<file path="config.mk">
export PLATFORM = sky130hd
export DESIGN_NAME = pad_mux
export DESIGN_NICKNAME = d
export VERILOG_FILES = /design/src/rtl/pad_mux_pkg.sv /design/src/rtl/pad_cfg_regs.sv /design/src/rtl/pad_in_sync.sv /design/src/rtl/pad_out_route.sv /design/src/rtl/periph_in_route.sv /design/src/rtl/pad_mux.sv
export SDC_FILE = /design/constraint.sdc
export NUM_CORES = 1
export LEC_CHECK = 0
export BUFFER_PORTS_ARGS = -buffer_cell sky130_fd_sc_hd__buf_2
export CAP_MARGIN = 20
export CORE_MARGIN = 2
export CORE_UTILIZATION = 55
export DETAILED_ROUTE_END_ITERATION = 10
export MAX_ROUTING_LAYER = met4
export PLACE_DENSITY = 0.83
export SYNTH_ARGS = -nofsm -noshare
export SYNTH_HDL_FRONTEND = slang
export SYNTH_HIERARCHICAL = 1
export SYNTH_SLANG_ARGS = --single-unit
export TNS_END_PERCENT = 30
</file>
<file path="constraint.sdc">
create_clock -name clk -period 26.2 [get_ports clk]
set_input_delay 5.24 -clock clk [delete_from_list [all_inputs] [get_ports clk]]
set_output_delay 5.24 -clock clk [all_outputs]
set_load 0.1 [all_outputs]
</file>
<file path="src/rtl/pad_mux_pkg.sv">
package pad_mux_pkg;

  localparam int ADDR_W = 8;
  localparam int WORD_W = 16;
  localparam int CFG_W  = 9;

  localparam logic [ADDR_W-1:0] SEL_BASE  = 8'h40;
  localparam logic [ADDR_W-1:0] DOUT_BASE = 8'h60;
  localparam logic [ADDR_W-1:0] DIN_BASE  = 8'h70;

  typedef struct packed {
    logic       slew;
    logic [1:0] pull;
    logic       od;
    logic       obe;
    logic       ibe;
    logic [2:0] func;
  } pad_cfg_t;

  typedef enum logic [1:0] {
    PULL_NONE = 2'b00,
    PULL_DOWN = 2'b01,
    PULL_UP   = 2'b10,
    PULL_RSVD = 2'b11
  } pull_e;

  // candidate pad reached by select code `code` of peripheral input `inp`
  function automatic int cand_pad(int inp, int code, int npads);
    return (7 * inp + 5 * code) % npads;
  endfunction

endpackage

</file>
<file path="src/rtl/pad_cfg_regs.sv">
module pad_cfg_regs
  import pad_mux_pkg::*;
#(
  parameter int NUM_PADS  = 28,
  parameter int NUM_PIN   = 4,
  parameter int SEL_W     = 3,
  parameter int GPIO_BITS = 32
) (
  input  logic                       clk,
  input  logic                       rst_ni,
  input  logic                       wr_en,
  input  logic [ADDR_W-1:0]          addr,
  input  logic [WORD_W-1:0]          wdata,
  input  logic [GPIO_BITS-1:0]       din_i,
  output logic [WORD_W-1:0]          rdata,
  output pad_cfg_t [NUM_PADS-1:0]    cfg_o,
  output logic [NUM_PIN*SEL_W-1:0]   sel_o,
  output logic [GPIO_BITS-1:0]       dout_o
);

  localparam int WORDS = GPIO_BITS / WORD_W;

  function automatic logic [GPIO_BITS-1:0] impl_mask();
    logic [GPIO_BITS-1:0] m;
    for (int b = 0; b < GPIO_BITS; b++) m[b] = (b < NUM_PADS);
    return m;
  endfunction

  localparam logic [GPIO_BITS-1:0] IMPL = impl_mask();

  pad_cfg_t [NUM_PADS-1:0]  cfg_q, cfg_d;
  logic [NUM_PIN*SEL_W-1:0] sel_q, sel_d;
  logic [GPIO_BITS-1:0]     dout_q, dout_d;

  // next-state: decode the address, wr_en is the clock enable below
  always_comb begin
    cfg_d  = cfg_q;
    sel_d  = sel_q;
    dout_d = dout_q;
    for (int p = 0; p < NUM_PADS; p++) begin
      if (addr == ADDR_W'(p)) cfg_d[p] = pad_cfg_t'(wdata[CFG_W-1:0]);
    end
    for (int i = 0; i < NUM_PIN; i++) begin
      if (addr == SEL_BASE + ADDR_W'(i)) sel_d[i*SEL_W +: SEL_W] = wdata[SEL_W-1:0];
    end
    for (int w = 0; w < WORDS; w++) begin
      if (addr == DOUT_BASE + ADDR_W'(w))
        dout_d[w*WORD_W +: WORD_W] = wdata & IMPL[w*WORD_W +: WORD_W];
    end
  end

  always_ff @(posedge clk or negedge rst_ni) begin
    if (!rst_ni) begin
      cfg_q  <= '0;
      sel_q  <= '0;
      dout_q <= '0;
    end else if (wr_en) begin
      cfg_q  <= cfg_d;
      sel_q  <= sel_d;
      dout_q <= dout_d;
    end
  end

  // read mux
  always_comb begin
    rdata = '0;
    for (int p = 0; p < NUM_PADS; p++) begin
      if (addr == ADDR_W'(p)) rdata = WORD_W'(cfg_q[p]);
    end
    for (int i = 0; i < NUM_PIN; i++) begin
      if (addr == SEL_BASE + ADDR_W'(i)) rdata = WORD_W'(sel_q[i*SEL_W +: SEL_W]);
    end
    for (int w = 0; w < WORDS; w++) begin
      if (addr == DOUT_BASE + ADDR_W'(w)) rdata = dout_q[w*WORD_W +: WORD_W];
      if (addr == DIN_BASE + ADDR_W'(w))  rdata = din_i[w*WORD_W +: WORD_W];
    end
  end

  assign cfg_o  = cfg_q;
  assign sel_o  = sel_q;
  assign dout_o = dout_q;

endmodule

</file>
<file path="src/rtl/pad_in_sync.sv">
module pad_in_sync #(
  parameter int N = 28
) (
  input  logic         clk,
  input  logic         rst_ni,
  input  logic [N-1:0] d,
  output logic [N-1:0] q
);

  logic [N-1:0] stage1_q;
  logic [N-1:0] stage2_q;

  always_ff @(posedge clk or negedge rst_ni) begin
    if (!rst_ni) begin
      stage1_q <= '0;
      stage2_q <= '0;
    end else begin
      stage1_q <= d;
      stage2_q <= stage1_q;
    end
  end

  assign q = stage2_q;

endmodule

</file>
<file path="src/rtl/pad_out_route.sv">
module pad_out_route
  import pad_mux_pkg::*;
#(
  parameter int NUM_PADS  = 28,
  parameter int NUM_FUNCS = 3
) (
  input  pad_cfg_t [NUM_PADS-1:0]       cfg,
  input  logic [NUM_PADS-1:0]           gpio_do,
  input  logic [NUM_FUNCS*NUM_PADS-1:0] periph_do,
  input  logic [NUM_FUNCS*NUM_PADS-1:0] periph_oe,
  output logic [NUM_PADS-1:0]           pad_o,
  output logic [NUM_PADS-1:0]           pad_oe,
  output logic [NUM_PADS-1:0]           pad_pu,
  output logic [NUM_PADS-1:0]           pad_pd,
  output logic [NUM_PADS-1:0]           pad_slew
);

  for (genvar p = 0; p < NUM_PADS; p++) begin : g_pad
    logic sel_val;
    logic sel_en;

    always_comb begin
      sel_val = 1'b0;
      sel_en  = 1'b0;
      if (cfg[p].func == 3'd0) begin
        sel_val = gpio_do[p];
        sel_en  = 1'b1;
      end
      for (int f = 1; f <= NUM_FUNCS; f++) begin
        if (cfg[p].func == 3'(f)) begin
          sel_val = periph_do[(f-1)*NUM_PADS + p];
          sel_en  = periph_oe[(f-1)*NUM_PADS + p];
        end
      end
    end

    always_comb begin
      pad_o[p]    = sel_val & ~cfg[p].od;
      pad_oe[p]   = cfg[p].obe & sel_en & (~cfg[p].od | ~sel_val);
      pad_pu[p]   = (pull_e'(cfg[p].pull) == PULL_UP);
      pad_pd[p]   = (pull_e'(cfg[p].pull) == PULL_DOWN);
      pad_slew[p] = cfg[p].slew;
    end
  end

endmodule

</file>
<file path="src/rtl/periph_in_route.sv">
module periph_in_route
  import pad_mux_pkg::*;
#(
  parameter int NUM_PADS = 28,
  parameter int NUM_PIN  = 4,
  parameter int NUM_CAND = 6,
  parameter int SEL_W    = 3
) (
  input  pad_cfg_t [NUM_PADS-1:0]     cfg,
  input  logic [NUM_PADS-1:0]         in_gated,
  input  logic [NUM_PIN*SEL_W-1:0]    sel,
  output logic [NUM_PIN-1:0]          periph_di
);

  for (genvar i = 0; i < NUM_PIN; i++) begin : g_inp
    always_comb begin
      periph_di[i] = 1'b0;
      for (int c = 1; c <= NUM_CAND; c++) begin
        if (sel[i*SEL_W +: SEL_W] == SEL_W'(c)) begin
          periph_di[i] = in_gated[cand_pad(i, c, NUM_PADS)]
                       & (cfg[cand_pad(i, c, NUM_PADS)].func != 3'd0);
        end
      end
    end
  end

endmodule

</file>
<file path="src/rtl/pad_mux.sv">
module pad_mux
  import pad_mux_pkg::*;
#(
  parameter int NUM_PADS  = 28,
  parameter int NUM_FUNCS = 3,
  parameter int NUM_PIN   = 4,
  parameter int NUM_CAND  = 6
) (
  input  logic                          clk,
  input  logic                          rst_n,
  input  logic                          wr_en,
  input  logic [ADDR_W-1:0]             addr,
  input  logic [WORD_W-1:0]             wdata,
  output logic [WORD_W-1:0]             rdata,
  input  logic [NUM_PADS-1:0]           pad_i,
  output logic [NUM_PADS-1:0]           pad_o,
  output logic [NUM_PADS-1:0]           pad_oe,
  output logic [NUM_PADS-1:0]           pad_pu,
  output logic [NUM_PADS-1:0]           pad_pd,
  output logic [NUM_PADS-1:0]           pad_slew,
  input  logic [NUM_FUNCS*NUM_PADS-1:0] periph_do,
  input  logic [NUM_FUNCS*NUM_PADS-1:0] periph_oe,
  output logic [NUM_PIN-1:0]            periph_di
);

  localparam int GPIO_WORDS = (NUM_PADS + WORD_W - 1) / WORD_W;
  localparam int GPIO_BITS  = GPIO_WORDS * WORD_W;
  localparam int SEL_W      = $clog2(NUM_CAND + 1);

  // reset: asserted asynchronously, released on the clock
  logic rst_meta_q;
  logic rst_int_n;

  always_ff @(posedge clk or negedge rst_n) begin
    if (!rst_n) begin
      rst_meta_q <= 1'b0;
      rst_int_n  <= 1'b0;
    end else begin
      rst_meta_q <= 1'b1;
      rst_int_n  <= rst_meta_q;
    end
  end

  pad_cfg_t [NUM_PADS-1:0]  cfg;
  logic [NUM_PIN*SEL_W-1:0] sel_flat;
  logic [GPIO_BITS-1:0]     dout;
  logic [NUM_PADS-1:0]      pad_sync;
  logic [NUM_PADS-1:0]      in_gated;
  logic [NUM_PADS-1:0]      od_vec;
  logic [NUM_PADS-1:0]      obe_vec;
  logic [GPIO_BITS-1:0]     din_vec;

  for (genvar p = 0; p < NUM_PADS; p++) begin : g_gate
    assign in_gated[p] = pad_sync[p] & cfg[p].ibe;
    assign od_vec[p]   = cfg[p].od;
    assign obe_vec[p]  = cfg[p].obe;
  end

  assign din_vec = GPIO_BITS'(in_gated);

  pad_cfg_regs #(
    .NUM_PADS (NUM_PADS),
    .NUM_PIN  (NUM_PIN),
    .SEL_W    (SEL_W),
    .GPIO_BITS(GPIO_BITS)
  ) u_regs (
    .clk   (clk),
    .rst_ni(rst_int_n),
    .wr_en (wr_en),
    .addr  (addr),
    .wdata (wdata),
    .din_i (din_vec),
    .rdata (rdata),
    .cfg_o (cfg),
    .sel_o (sel_flat),
    .dout_o(dout)
  );

  pad_in_sync #(.N(NUM_PADS)) u_sync (
    .clk   (clk),
    .rst_ni(rst_int_n),
    .d     (pad_i),
    .q     (pad_sync)
  );

  pad_out_route #(
    .NUM_PADS (NUM_PADS),
    .NUM_FUNCS(NUM_FUNCS)
  ) u_out (
    .cfg      (cfg),
    .gpio_do  (dout[NUM_PADS-1:0]),
    .periph_do(periph_do),
    .periph_oe(periph_oe),
    .pad_o    (pad_o),
    .pad_oe   (pad_oe),
    .pad_pu   (pad_pu),
    .pad_pd   (pad_pd),
    .pad_slew (pad_slew)
  );

  periph_in_route #(
    .NUM_PADS(NUM_PADS),
    .NUM_PIN (NUM_PIN),
    .NUM_CAND(NUM_CAND),
    .SEL_W   (SEL_W)
  ) u_in (
    .cfg      (cfg),
    .in_gated (in_gated),
    .sel      (sel_flat),
    .periph_di(periph_di)
  );

endmodule

</file>
==> impl_metrics.yaml, run 1 <==
outcome:
  status: "finished clean"
timing:
  fin_crit_ns: 14.43
  hold_ws_ns: 0.3467
  worst_pin_slew_ns: 1.185
  final.setup_skew_ns: 0.01841
  maxSlewHeadroom_pct: 20.83
  period_share_pct: 55.06
  setup_viol: 0
  rsz0062_at_grt: "no"
  hold_viol_final: 0
  fmax_mhz: 69.32
  fin_tns_setup_ns: 0
  slew_violations: 0
placed_design:
  portBuffers: 382
  dp_hpwl_um: 56080
  place.gp.congestion: 1.004
floorplan:
  start_util_pct: 55.72
  dieArea_um2: 37480
  row_count: 69
  coreArea_um2: 35480
  die_x_um: 193.6
  ios: 383
  fp.dieH_um: 193.6
power:
  power.leakage_uw: 0.01099
  ir_drop_v: 0.00007198
  power_density_nw_per_um2: 60.34
clock_tree:
  path_clk_slew_ns: 0.06
  hold_buffers: 0
  cts_root_buf: "clkbuf_16"
  insertion_delay_ns: 0.56
  cts_setup_buffers: 0
  cts.repair.resized: 0
  h-tree-depth: 2
  cts_max_path_buffers: 3
  cts.sinks: 350
  cts_tree: "built"
  cts_buffers: 36
critical_path:
  critPathCaptureType: "output pin"
  critPathTopFamily: "simple AND/OR/NAND/NOR gates"
  cp_slowest_cell: "nor2b_1"
  worst-path-max-fanout: 44
  required_ns: 20.96
  worstSetupPathType: "input port to output pin"
  r2r_start: "rst_int_n$_DFF_PN0_"
  crit_arrival_ns: 9.19
  cpMostUsedCell: "buf_4"
  cp_cell_sequence: "buf_4, buf_4, nor2b_1, nand3_1, o21ai_0, a221oi_1, o21ai_1, o221ai_1, or3_1, buf_2"
  path_buf_inv: 3
  cp-startpoint: "addr[0]"
  r2r_setup_slack_ns: 23.60
  startpoint_type: "input port"
  critPathMaxStageDelay_ns: 0.80
grt:
  track_usage_pct: 41.93
  gr-total-overflow: 0
  antenna_found_initial: 1
  grt_max_degree: 80
  grt_pass1_wl_um: 113700
  grt_pass1_vias: 17061
yosys:
  avgSynthCellArea_um2: 11.21
  yosysWarnings: 6
  netlist_instances: 1763
  synth.cell_area_um2: 19770
layout:
  multi_input_area_um2: 10180
  n_fill_cell: 2743
  area_growth_pct: 16.47
  drive_gt1_share_pct: 39.27
  register_area_um2: 8762
  layout.nets: 2305
  post-route-util_pct: 64.89
route:
  drc: 0
  final_antenna_net_count: 0
  met2_wirelength_um: 35320
  wl_met3_um: 6583
  drtIter0Drc: 1817
  first_pass_iters: 6
  wl_um: 77540
  via_count: 17198
  wl_per_cell_um: 30.18
  wl_met1_um: 32180
  vias_per_cell: 6.694
  top_layer_used: "met4"
worst_hold_path:
  hp-start: "u_sync/stage1_q[3]$_DFF_PN0_"
  hp-class: "flop to flop"
job:
  drv_cap: 0
[flip-flops by register name, indices dropped and copies added, names as in the netlist]
register         flops
rst_int_n            1
rst_meta_q           1
u_regs/cfg_o       252
u_regs/dout_o       28
u_regs/sel_o        12
u_sync/q            28
u_sync/stage1_q     28
[path summary, 6_finish.rpt]
check                           depth (start not counted)                            to
worst max-delay path                                   10                      rdata[5]
min in group asynchronous                               0  u_regs/cfg_o[23]$_DFFE_PN0P_
worst max register to register                          2        u_sync/q[15]$_DFF_PN0_
max in group asynchronous                               1           rst_int_n$_DFF_PN0_
worst min register to register                          0         u_sync/q[3]$_DFF_PN0_
worst min-delay path                                    0         u_sync/q[3]$_DFF_PN0_
[where the power goes]
group / internal, uW / switching, uW / total (uW) / leakage [uW]
clock network: 302 / 217 / 519 / 0.000592
registers: 566 / 43.5 / 610 / 0.00469
logic: 72.0 / 189 / 261 / 0.00571
[worst reg2reg max path, delay by kind of cell, from the launching register on]
kind	cells	cell delay [ns]
DFF	1	0.91
buffers and inverters	2	1.68
[through the flow]
step / total power [uW] / worst slack (ns) / instances / cell area (um^2)
4_1_cts: 1389 / 11.92 / 2565 / 22980
3_5_place_dp: 874.3 / 11.94 / 2503 / 21790
3_3_place_gp: 869.6 / 12.00 / 2502 / 21790
2_1_floorplan: 796.8 / 11.94 / 1766 / 19780
6_report: 1389 / 11.77 / 2569 / 23030
5_1_grt: 1430 / 11.74 / 2568 / 23020
[layout by cell type (no fill, tap or decap), types with 15 or more instances in the layout]
master,instances
buf_4,22
nor2_1,55
o22ai_1,49
nand3_1,37
o21ai_0,54
buf_2,380
o211ai_1,15
a22oi_1,23
or2_2,20
mux2i_1,113
and2_1,33
nand2_1,68
clkbuf_16,37
nand2b_1,24
o311ai_0,27
mux2_1,25
dfrtp_1,349
nor2b_1,82
a221oi_1,33
a21oi_1,46
mux2_2,294
nor3b_1,15
inv_1,55
[per-layer routing]
metal  global-route usage [%]  vias to the layer above
met3                    6.851                      169
met1                    57.16                     8802
met4                    18.01                        0
met2                    62.37                     1039
li1                         -                     7188
met5                        -                        -
[layout make-up]
type	instances	share of cell area, %
multi-input cells	1235	44.22
flip-flops and latches	350	38.05
inverters	55	0.8966
clock inverters	14	0.6086
diodes	2	0.02174
clock buffers	48	4.548
well taps	461	2.505
repair buffers	404	9.145
Power figures use the tool's default switching activity.
==> run 2, diff against run 1 <==
- ABC_AREA: default -> 1
- PLACE_DENSITY: 0.83 -> 0.84
- clock period: 26.2 -> 14.2 ns (I/O delays scaled with it)
==> run 2 against run 1 <==
  * Synthesized cell count increased by 53%
  * Clock-buffer cell count increased by 6
  * Sequential share of layout area increased by 1.2 points
  * Critical path type unchanged
  * Largest cell class is now registers
  * Highest routed layer unchanged
==> impl_metrics.yaml, run 2 <==
floorplan:
  ios: 383
  start_util_pct: 56.19
  fp.dieH_um: 189.5
  dieArea_um2: 35930
  row_count: 67
  die_x_um: 189.5
  coreArea_um2: 33700
timing:
  hold_viol_final: 0
  slew_violations: 0
  worst_pin_slew_ns: 1.089
  rsz0062_at_grt: "no"
  period_share_pct: 66.07
  fin_tns_setup_ns: 0
  setup_viol: 0
  maxSlewHeadroom_pct: 27.21
  fmax_mhz: 106.6
  fin_crit_ns: 9.381
  final.setup_skew_ns: 0.01804
critical_path:
  cp-startpoint: "addr[7]"
  worstSetupPathType: "input port to output pin"
  r2r_start: "rst_int_n$_DFF_PN0_"
  worst-path-max-fanout: 15
  startpoint_type: "input port"
  critPathCaptureType: "output pin"
  crit_arrival_ns: 6.54
  required_ns: 11.36
route:
  wl_um: 70420
  wl_per_cell_um: 20.11
  first_pass_iters: 5
  vias_per_cell: 5.653
  drtIter0Drc: 2123
  final_antenna_net_count: 0
  via_count: 19796
  drc: 0
clock_tree:
  cts_buffers: 37
  cts_root_buf: "clkbuf_16"
  cts_setup_buffers: 0
  cts_max_path_buffers: 3
  cts.sinks: 350
  cts_tree: "built"
  insertion_delay_ns: 0.55
  h-tree-depth: 2
  path_clk_slew_ns: 0.06
  cts.repair.resized: 0
  hold_buffers: 0
yosys:
  yosysWarnings: 6
  synth.cell_area_um2: 18930
  avgSynthCellArea_um2: 7.041
  netlist_instances: 2689
outcome:
  status: "finished clean"
layout:
  largest_reg_flops: 252
  final_common_cell: "nand2_1"
  layout.nets: 3248
  design_area_um2: 22320
  layout_common_cells: "920 x nand2_1, 382 x buf_2, 349 x dfrtp_1, 344 x inv_1, 331 x o21ai_0"
  area_growth_pct: 17.87
  drive_gt1_share_pct: 17.04
  post-route-util_pct: 66.22
job:
  drv_cap: 0
worst_hold_path:
  hp-start: "u_sync/stage1_q[7]$_DFF_PN0_"
  hp-class: "flop to flop"
grt:
  grt_max_degree: 192
  grt_pass1_wl_um: 106400
  gr-total-overflow: 0
  grt_pass1_vias: 18702
  antenna_found_initial: 3
  track_usage_pct: 40.06
placed_design:
  place.gp.congestion: 0.9951
  post_dp_cell_area_um2: 21040
  portBuffers: 382
  dp_hpwl_um: 51190
power:
  ir_drop_v: 0.0001021
  power.leakage_uw: 0.01145
  power_density_nw_per_um2: 114.0
-- run 2: cell count changes in the layout (fill, tap and decap cells not counted), moves of 82 or more --
cell,previous run,this run
inv_1,55,344
mux2_2,294,4
mux2i_1,113,0
nand2_1,68,920
nor2_1,55,251
nor2b_1,82,0
o21ai_0,54,331
-- run 2: area by class of cell --
cell class	count	area (um^2)
tap	448	560.5
fill	2911	11380
clock inverter	11	145.1
multi-input combinational	1881	8343
sequential	350	8762
timing repair buffer	396	2049
clock buffer	54	1102
inverter	359	1348
antenna	3	7.507
-- run 2: path summary, 6_finish.rpt --
kind                       depth (start not counted)  slack (ns)                            end
setup / recovery                                  21        4.82                       rdata[6]
hold / removal                                     0        0.34          u_sync/q[7]$_DFF_PN0_
setup reg to reg                                   3       11.49  u_regs/cfg_o[106]$_DFFE_PN0P_
hold reg to reg                                    0        0.34          u_sync/q[7]$_DFF_PN0_
max in group asynchronous                          3       11.49  u_regs/cfg_o[106]$_DFFE_PN0P_
min in group asynchronous                          0        0.46   u_sync/stage1_q[1]$_DFF_PN0_
-- run 2: where the power goes --
part	switching, uW	internal [uW]	leakage, uW
Clock	403	594	0.000604
Combinational	340	92.4	0.00614
Sequential	70.1	1050	0.00470
-- run 2: stage by stage --
| stage | cells | worst slack [ns] | hold WS [ns] | power, uW |
|---|---|---|---|---|
| 2_1_floorplan | 2692 | 3.723 | 0.3312 | 1431 |
| 3_3_place_gp | 3433 | 5.065 | 0.3324 | 1547 |
| 3_5_place_dp | 3433 | 4.974 | 0.3355 | 1558 |
| 4_1_cts | 3498 | 4.973 | 0.3481 | 2543 |
| 5_1_grt | 3502 | 4.637 | 0.3544 | 2627 |
| 6_report | 3502 | 4.819 | 0.3430 | 2545 |
-- run 2: metal layers --
metal	up-vias	global-route usage [%]	wire length, um
met2	1195	63.33	32840
met5	-	-	0
li1	9129	-	-
met4	0	14.82	2652
met3	208	6.696	6958
met1	9264	52.40	27960
-- run 2: worst max-delay path, cell delays in order --
cell and delay, ns:
buf_2 0.10, nor2_1 0.10, nand2_4 0.28, nor2_1 0.27, nand2_1 0.11, nand3_1 0.08
a21oi_1 0.23, nand4_1 0.22, o22ai_1 0.24, nand4_1 0.16, a21oi_1 0.21, nand3_1 0.17
o21ai_0 0.12, nand4_1 0.13, nor2_1 0.29, nand4_1 0.12, nor2_1 0.11, nand4_1 0.15
o21ai_0 0.11, nand4_1 0.16, buf_2 0.34
